--- src/rtl/frac_rate_pkg.sv ---
package frac_rate_pkg;
  localparam int CTRL_W = 32;
  localparam int INC_W  = 16;

  typedef enum logic {
    MSTR_48K = 1'b0,
    MSTR_44K = 1'b1
  } mstr_sel_e;

  typedef enum logic {
    REG_SRC  = 1'b0,
    REG_STEP = 1'b1
  } reg_addr_e;
endpackage

--- src/rtl/frac_rate_regs.sv ---
module frac_rate_regs
  import frac_rate_pkg::*;
#(
  parameter int W = INC_W
) (
  input  logic              clk_i,
  input  logic              rst_ni,
  input  logic              wr_i,
  input  logic              addr_i,
  input  logic [CTRL_W-1:0] data_i,
  output mstr_sel_e         sel_o,
  output logic [W-1:0]      inc_o,
  output logic [W-1:0]      mod_o,
  output logic              valid_o
);
  logic [W-1:0] inc_q, fld_q;
  mstr_sel_e    sel_q;

  always_ff @(posedge clk_i or negedge rst_ni) begin
    if (!rst_ni) begin
      sel_q <= MSTR_48K;
      inc_q <= '0;
      fld_q <= '0;
    end else if (wr_i) begin
      if (addr_i == REG_SRC) begin
        sel_q <= mstr_sel_e'(data_i[0]);
      end else begin
        inc_q <= data_i[W-1:0];
        fld_q <= data_i[2*W-1:W];
      end
    end
  end

  // modulus is carried as (inc - mod - 1)
  assign mod_o   = inc_q - W'(1) - fld_q;
  assign inc_o   = inc_q;
  assign sel_o   = sel_q;
  assign valid_o = (mod_o != '0) && (mod_o >= inc_q);
endmodule

--- src/rtl/frac_rate_accum.sv ---
module frac_rate_accum
  import frac_rate_pkg::*;
#(
  parameter int W = INC_W
) (
  input  logic         clk_i,
  input  logic         rst_ni,
  input  logic         clear_i,
  input  logic         pulse_i,
  input  logic [W-1:0] inc_i,
  input  logic [W-1:0] mod_i,
  input  logic         valid_i,
  output logic         tick_o
);
  logic [W-1:0] acc_q;
  logic [W:0]   sum, diff;
  logic         tick_q;

  assign sum  = {1'b0, acc_q} + {1'b0, inc_i};
  assign diff = sum - {1'b0, mod_i};

  always_ff @(posedge clk_i or negedge rst_ni) begin
    if (!rst_ni) begin
      acc_q  <= '0;
      tick_q <= 1'b0;
    end else begin
      tick_q <= 1'b0;
      if (clear_i) begin
        acc_q <= '0;
      end else if (pulse_i && valid_i) begin
        if (sum >= {1'b0, mod_i}) begin
          acc_q  <= diff[W-1:0];
          tick_q <= 1'b1;
        end else begin
          acc_q <= sum[W-1:0];
        end
      end
    end
  end

  assign tick_o = tick_q;

  a_r4_acc_below_mod: assert property (@(posedge clk_i) disable iff (!rst_ni)
    valid_i |-> (acc_q < mod_i));

  a_r6_clear_on_write: assert property (@(posedge clk_i) disable iff (!rst_ni)
    clear_i |=> (acc_q == '0) && !tick_q);

  a_r7_no_tick_invalid: assert property (@(posedge clk_i) disable iff (!rst_ni)
    !valid_i |=> !tick_q);
endmodule

--- src/rtl/frac_rate_gen.sv ---
module frac_rate_gen
  import frac_rate_pkg::*;
#(
  parameter int NUM_GEN = 2,
  parameter int GEN_W   = (NUM_GEN > 1) ? $clog2(NUM_GEN) : 1
) (
  input  logic              clk_i,
  input  logic              rst_ni,
  input  logic              ce_441_i,
  input  logic              ce_48_i,
  input  logic              wr_en_i,
  input  logic [GEN_W-1:0]  wr_gen_i,
  input  logic              wr_addr_i,
  input  logic [CTRL_W-1:0] wr_data_i,
  output logic [NUM_GEN-1:0] tick_o
);
  for (genvar g = 0; g < NUM_GEN; g++) begin : g_gen
    logic            hit, pulse, valid;
    mstr_sel_e       sel;
    logic [INC_W-1:0] inc, modv;

    assign hit = wr_en_i && (wr_gen_i == GEN_W'(g));

    frac_rate_regs #(.W(INC_W)) u_regs (
      .clk_i   (clk_i),
      .rst_ni  (rst_ni),
      .wr_i    (hit),
      .addr_i  (wr_addr_i),
      .data_i  (wr_data_i),
      .sel_o   (sel),
      .inc_o   (inc),
      .mod_o   (modv),
      .valid_o (valid)
    );

    assign pulse = (sel == MSTR_44K) ? ce_441_i : ce_48_i;

    frac_rate_accum #(.W(INC_W)) u_accum (
      .clk_i   (clk_i),
      .rst_ni  (rst_ni),
      .clear_i (hit),
      .pulse_i (pulse),
      .inc_i   (inc),
      .mod_i   (modv),
      .valid_i (valid),
      .tick_o  (tick_o[g])
    );

    a_r2_tick_from_selected: assert property (@(posedge clk_i) disable iff (!rst_ni)
      tick_o[g] |-> $past(pulse));
  end
endmodule

--- config.mk ---
export PLATFORM = sky130hd
export DESIGN_NAME = frac_rate_gen
export DESIGN_NICKNAME = d
export VERILOG_FILES = /design/src/rtl/frac_rate_pkg.sv /design/src/rtl/frac_rate_regs.sv /design/src/rtl/frac_rate_accum.sv /design/src/rtl/frac_rate_gen.sv
export SDC_FILE = /design/constraint.sdc
export NUM_CORES = 1
export LEC_CHECK = 0
export BUFFER_PORTS_ARGS = -buffer_cell sky130_fd_sc_hd__buf_2
export CAP_MARGIN = 20
export CORE_ASPECT_RATIO = 0.7
export CORE_UTILIZATION = 35
export CTS_BUF_LIST = sky130_fd_sc_hd__clkbuf_4 sky130_fd_sc_hd__clkbuf_8
export DETAILED_ROUTE_END_ITERATION = 12
export PLACE_DENSITY = 0.59
export SLEW_MARGIN = 20
export SYNTH_ARGS = -nofsm -noshare
export SYNTH_HDL_FRONTEND = slang
export SYNTH_SLANG_ARGS = --single-unit
--- constraint.sdc ---
create_clock -name clk_i -period 3.8 [get_ports clk_i]
set_clock_uncertainty 0.05 [all_clocks]
set_input_delay 0 -clock clk_i [delete_from_list [all_inputs] [get_ports clk_i]]
set_output_delay 0 -clock clk_i [all_outputs]
set_load 0.03 [all_outputs]
==> Word level (Yosys, flattened, before mapping) <==
Cells that the tools add are included.
{ "classes": {"n_lt_le_gt_ge": 4, "add_sub_neg": 8, "n_bitwise": 2, "n_reduce_logical": 14, "n_mux": 14} }
{ "op_table": {"columns": ["operator", "count"], "rows": [
  ["$mux 16", 6],
  ["$sub 16x16->16", 4],
  ["$add 16x16->17", 2],
  ["$ge 17x16->1", 2],
  ["$ge 16x16->1", 2],
  ["$reduce_bool 16->1", 2],
  ["$sub 16x1->16 const B", 2],
  ["$mux 1", 8],
  ["$reduce_and 2->1", 4],
  ["$logic_and 1x1->1", 6],
  ["$reduce_bool 2->1", 2],
  ["$not 1->1", 2]
]} }
{ "totals": {"in_bits": 39, "register_bits": 100, "elab_cells": 52} }

==> Logic depth before layout (Yosys ltp) <==
{ "depth": {"ltp_word": 7, "ltp_mapped": 22, "depth_no_buf": 21} }

==> Modules after synthesis <==
Synthesis repeated with hierarchy kept, for this count alone.
{ "hier_totals": {"cells_unflattened": 1082, "area_unflattened_um2": 9746.8} }
{ "by_module_without_submodules": {"columns": ["module", "cells_per_inst", "seq_area_each_um2", "instances", "area_each_um2"], "rows": [
  ["frac_rate_regs at g_gen[0].u_regs", 243, 825.8, 1, 2504.9],
  ["frac_rate_regs at g_gen[1].u_regs", 246, 825.8, 1, 2486.1],
  ["frac_rate_accum at g_gen[0].u_accum", 293, 425.4, 1, 2399.8],
  ["frac_rate_accum at g_gen[1].u_accum", 296, 425.4, 1, 2317.2],
  ["frac_rate_gen", 4, 0.0, 1, 38.8]
]} }

==> Least setup slack after synthesis <==
OpenSTA, ideal clock, no wires.
{ "synth_path": {"path_type": "reg-to-reg", "startpoint": "register g_gen[1].u_regs.inc_q[0]", "endpoint": "register g_gen[1].u_accum.acc_q[1]", "n_path_buf": 1, "t_required_ps": 3624, "stages_incl_launch_ff": 17, "period_less_slack_ps": 4141, "arrival_time_ps": 3965, "setup_slack_ps": -341, "path_cell_list": "dfrtp_1 > ha_1 > fa_1 > a211oi_1 > o21ai_1 > a221o_1 > a41o_1 > nor2_1 > xor2_1 > ha_1 > a211oi_1 > nand3_1 > a31o_2 > a21boi_2 > buf_4 > mux2i_1 > a21oi_1"} }
{ "synth_via": {"elab_chain_cells": 6, "elab_cells_between_ends": 13, "cone_classes": "add/sub (4); order compare (2); mux (3); reduce/logical (4)"} }
{ "synth_lines": {"columns": ["element", "line", "source"], "rows": [
  ["start, declared", "frac_rate_regs.sv:16", "logic [W-1:0] inc_q, fld_q;"],
  ["start signal, assigned", "frac_rate_regs.sv:28", "inc_q <= data_i[W-1:0];"],
  ["$sub 16x1->16", "frac_rate_regs.sv:35", "assign mod_o = inc_q - W'(1) - fld_q;"],
  ["$sub 16x16->16", "frac_rate_regs.sv:35", null],
  ["$sub 16x16->16, or another cell as far along", "frac_rate_accum.sv:20", "assign diff = sum - {1'b0, mod_i};"],
  ["$mux 16 / $logic_and 1x1->1 (equally long branches)", "frac_rate_accum.sv:31, frac_rate_regs.sv:38", null],
  ["$mux 16 / $logic_and 1x1->1 (equally long branches)", "frac_rate_accum.sv:30", "end else if (pulse_i && valid_i) begin"],
  ["$mux 16 / $reduce_bool 2->1 (equally long branches)", null, null],
  ["end signal, assigned", "frac_rate_accum.sv:32", "acc_q <= diff[W-1:0];"],
  ["end signal, assigned", "frac_rate_accum.sv:35", "acc_q <= sum[W-1:0];"],
  ["end, declared", "frac_rate_accum.sv:15", "logic [W-1:0] acc_q;"]
]} }
Parallel ways exist; a longest one is shown, timed or not. The select of a mux whose other input is x is not followed.
A chain may end at the register's enable or synchronous reset.

==> Worst setup path in the final report <==
{ "layout_path": {"startpoint": "register g_gen[1].u_regs.inc_q[1]", "endpoint": "register g_gen[1].u_accum.acc_q[4]"} }
Same word-level chain as after synthesis.

==> key figures <==
Run status
  – Outcome: finished, violations left
  – Violations in the final reports: setup timing

Logic synthesis
  – Register area share after synthesis: 26.87%
  – Net count after synthesis: 1,213
  – YS warnings: 0
  – Per-instance average area after synthesis: 8.904 sq um
  – Count of flip-flops with a built-in enable after synthesis: 0
  – Asr flop ratio synth: 100.0%
  – Distinct cell type count of the synthesized netlist: 78
  – Synthesized area: 9314 sq um
  – Top flip-flop cell by instance count after synthesis: sky130_fd_sc_hd__dfrtp_1
  – Cells after synthesis: 1,046
  – Post-synthesis register bit count: 100

Routing
  – Total wire length after detailed routing: 28,270 um
  – Iter 0 DRT Violations: 449
  – Wirelength per Cell: 16.00 um
  – Count of vias placed by the detailed router: 8,957
  – Residual antenna-violating net count after detailed routing: 0
  – Remaining design rule violation count: 0
  – Number of vias per cell: 5.069
  – Pre-Repair DR Iteration Count: 5

Worst hold path
  – End of the worst hold path: g_gen[1].u_regs.inc_o[15]
  – Worst hold start: wr_en_i
  – Worst hold path type: input port to flop
  – Hold depth: 3

Worst setup path
  – Type of element launching the critical path: flop
  – Cell at the slowest stage of the critical path: sky130_fd_sc_hd__dfrtp_1
  – CP delay by family, top: compound AO/OA/AOI/OAI gates
  – Reg-to-reg startpoint: g_gen[1].u_regs.inc_o[1]
  – Cell breakdown of the critical path: buf_6 -> ha_4 -> a21o_1 -> a221o_1 -> o311ai_2 -> buf_4 -> a21oi_4 -> a211oi_2 -> a21oi_2 -> xnor2_1 -> inv_1 -> ha_4 -> nand3_4 -> nor4_4 -> a221oi_2 -> a21boi_4 -> buf_6 -> buf_12 -> buf_16 -> a2111oi_4 -> a21oi_2 -> a21oi_1
  – Worst-path maximum fanout: 6
  – Kind of critical path: flop to flop
  – Arrival time of the worst setup path: 4690 ps
  – CP Data Required Time: 4080 ps
  – Number of buffer and inverter stages on the critical path: 6
  – Capture instance of the worst register-to-register path: g_gen[1].u_accum.acc_q[4]
  – Stage delay of the slowest cell on the critical path: 420 ps
  – Reg2reg path depth: 22
  – Reg2reg setup slack: -620 ps
  – Crit path capture type: flop

Floorplan
  – Number of placement rows: 49
  – Die area: 27,280 sq um
  – Overall die width: 197.0 um
  – Core ar.: 25,930 sq um
  – Height of the die: 138.5 um
  – Count of pins on the block boundary: 41
  – Initial core utilization: 35.91%

Global routing
  – Wire length of the first global-routing pass: 45,020 um
  – Number of antenna violations at the first check in global routing: 0
  – Via count of the first global-routing pass: 8,694
  – Largest net degree at the start of global routing: 46
  – Overall fraction of global-route tracks in use: 20.96%
  – Remaining Overflow, GRT: 0

Clocking
  – Clock insertion delay at the later pin of the skew report: 390 ps
  – Reg clk slew, reported paths: 110 ps
  – CTS HTree Levels: 3
  – Root cell of the clock tree: sky130_fd_sc_hd__clkbuf_8
  – Number of buffers created by CTS: 9
  – TritonCTS clock tree: done
  – Clk sinks: 100
  – Max Root-Sink Buffers: 2

STA
  – Share of the clock period used by the worst path: 116.2%
  – RSZ-0062 raised after global routing: yes
  – Total count of hold-check failures in the final report: 0
  – Worst relative slew slack: 44.41%
  – Total count of max-transition violations in the final report: 0
  – Period minus WS final: 4415 ps
  – Count of endpoints failing setup in the final report: 34
  – Pin slew with the least headroom to its limit: 833.9 ps
  – Smallest setup slack after layout: -615.4 ps
  – Max Clock Freq: 0.2265 GHz

Flow run
  – MaxCap Viol Count: 0

Final layout
  – Number of diodes: 0
  – Post-layout nets: 1,572
  – Signed area change from the synthesized netlist to the final layout: 48.17%
  – Fraction of layout instances using a drive strength above 1: 40.21%
  – Post-Layout Inst Area: 13,800 sq um
  – Fin util: 53.22%

Placement
  – Number of input and output port buffers inserted: 40
  – Sum of net half-perimeters after detailed placement: 20,910 um
  – Final GP Congestion: 0.8628
  – Cell Area, Placed: 11,780 sq um
[worst max-delay path by stage]
stage,cells past startpoint,to,slack [ps],startpoint
after CTS,18,g_gen[1].u_accum.acc_q[2],-620,g_gen[1].u_regs.inc_o[0]
after floorplan,17,g_gen[1].u_accum.acc_q[0],-210,g_gen[1].u_regs.inc_o[0]
final,22,g_gen[1].u_accum.acc_q[4],-620,g_gen[1].u_regs.inc_o[1]
after detailed placement,19,g_gen[1].u_accum.acc_q[2],-960,g_gen[1].u_regs.inc_o[1]
after global routing,22,g_gen[1].u_accum.acc_q[4],-880,g_gen[1].u_regs.inc_o[1]
after global placement,19,g_gen[1].u_accum.acc_q[2],-900,g_gen[1].u_regs.inc_o[1]
[routing by layer]
layer	wire length (um)	track usage (%)	vias to the layer above
li1	-	-	4523
met1	15000	32.73	4221
met2	11550	29.94	204
met3	1612	4.391	9
met4	109	2.407	0
met5	0	0	-
[cell families after synthesis]
kind of cell | Yosys count | share of synthesized area [%]
adder cells (fa/ha/maj) | 130 | 17.89
AO/OA/AOI/OAI | 284 | 19.59
XOR/XNOR | 78 | 7.617
flip-flops | 100 | 26.87
buffers and inverters | 130 | 5.642
multiplexers | 79 | 9.404
AND/OR/NAND/NOR | 245 | 12.99
[cells in the mapped netlist (4+ instances only)]
library cell,number,area [sq um]
sky130_fd_sc_hd__a2111oi_0,4,35.03
sky130_fd_sc_hd__a211o_1,4,35.03
sky130_fd_sc_hd__a211oi_1,13,97.59
sky130_fd_sc_hd__a21o_1,18,135.1
sky130_fd_sc_hd__a21oi_1,73,365.4
sky130_fd_sc_hd__a31o_2,5,43.79
sky130_fd_sc_hd__a31oi_1,26,162.7
sky130_fd_sc_hd__and2_1,10,62.56
sky130_fd_sc_hd__and3_1,8,50.05
sky130_fd_sc_hd__buf_1,4,15.01
sky130_fd_sc_hd__buf_2,6,30.03
sky130_fd_sc_hd__buf_4,4,30.03
sky130_fd_sc_hd__clkbuf_1,8,30.03
sky130_fd_sc_hd__dfrtp_1,100,2502
sky130_fd_sc_hd__fa_1,6,120.1
sky130_fd_sc_hd__ha_1,122,1526
sky130_fd_sc_hd__inv_1,106,397.9
sky130_fd_sc_hd__mux2_2,68,765.7
sky130_fd_sc_hd__mux2i_1,11,110.1
sky130_fd_sc_hd__nand2_1,70,262.8
sky130_fd_sc_hd__nand2b_1,6,37.54
sky130_fd_sc_hd__nand3_1,27,135.1
sky130_fd_sc_hd__nand4_1,13,81.33
sky130_fd_sc_hd__nor2_1,49,183.9
sky130_fd_sc_hd__nor2b_1,6,37.54
sky130_fd_sc_hd__nor3_1,19,95.09
sky130_fd_sc_hd__nor4_1,9,56.30
sky130_fd_sc_hd__o211ai_1,7,52.55
sky130_fd_sc_hd__o21a_1,10,75.07
sky130_fd_sc_hd__o21ai_0,56,280.3
sky130_fd_sc_hd__o21ai_1,14,70.07
sky130_fd_sc_hd__o21bai_1,9,67.56
sky130_fd_sc_hd__o22ai_1,7,43.79
sky130_fd_sc_hd__o31a_1,4,35.03
sky130_fd_sc_hd__or2_2,5,31.28
sky130_fd_sc_hd__or3_1,7,43.79
sky130_fd_sc_hd__xnor2_1,45,394.1
sky130_fd_sc_hd__xor2_1,31,271.5
[flip-flops by register name, indices dropped and copies added (netlist names)]
name                  flops
g_gen.u_regs.inc_o       32
g_gen.u_regs.sel_o        2
g_gen.u_accum.tick_o      2
g_gen.u_accum.acc_q      32
g_gen.u_regs.fld_q       32
[what timing repair did]
| action | 4_1_cts | 5_1_grt |
|---|---|---|
| gates resized for setup | 115 | 57 |
| gates cloned | 6 | 0 |
| endpoints found under the setup margin | 34 | 34 |
| hold buffers | 35 | 0 |
| pin swaps | 70 | 47 |
| buffers inserted | 37 | 15 |
| endpoints found under the hold margin | 109 | 0 |
[cell type report]
| type | count | area, sq um |
|---|---|---|
| sequential | 100 | 2506 |
| timing repair buffer | 370 | 2923 |
| tap | 357 | 446.7 |
| inverter | 106 | 397.9 |
| clock buffer | 9 | 123.9 |
| fill | 2335 | 12130 |
| clock inverter | 7 | 162.7 |
| multi-input combinational | 818 | 7241 |
[worst min-delay path, cell delays in order]
cell	delay (ps)
sky130_fd_sc_hd__buf_2	120
sky130_fd_sc_hd__nand3_1	150
sky130_fd_sc_hd__mux2_2	170
[per-stage QoR]
stage,hold slack [ps],std cells,worst slack (ps),TNS [ps]
4_1_cts,20.35,1755,-615.4,-16860
5_1_grt,51.59,1767,-877.5,-23700
3_5_place_dp,15.35,1661,-957.0,-26520
2_1_floorplan,-345.6,1046,-214.5,-2821
6_report,34.22,1767,-615.4,-16560
3_3_place_gp,5.466,1661,-901.2,-24560
[cell usage in the layout (no fill, tap or decap), types with 16 or more instances in the layout]
cell                            count
sky130_fd_sc_hd__o21ai_0           47
sky130_fd_sc_hd__nand3_1           22
sky130_fd_sc_hd__nor3_1            18
sky130_fd_sc_hd__mux2_2            68
sky130_fd_sc_hd__buf_2             39
sky130_fd_sc_hd__nand2_1           59
sky130_fd_sc_hd__buf_4            273
sky130_fd_sc_hd__a31oi_1           23
sky130_fd_sc_hd__a21oi_2           18
sky130_fd_sc_hd__a21o_1            18
sky130_fd_sc_hd__buf_6             16
sky130_fd_sc_hd__nor2_1            40
sky130_fd_sc_hd__a21oi_1           53
sky130_fd_sc_hd__inv_1            104
sky130_fd_sc_hd__xnor2_1           44
sky130_fd_sc_hd__ha_4              18
sky130_fd_sc_hd__ha_1             101
sky130_fd_sc_hd__xor2_1            27
sky130_fd_sc_hd__dfrtp_1           97
sky130_fd_sc_hd__dlygate4sd3_1     35
Power is not shown: default switching activity piles up to over one toggle a cycle in this logic, so the estimate is an artifact.
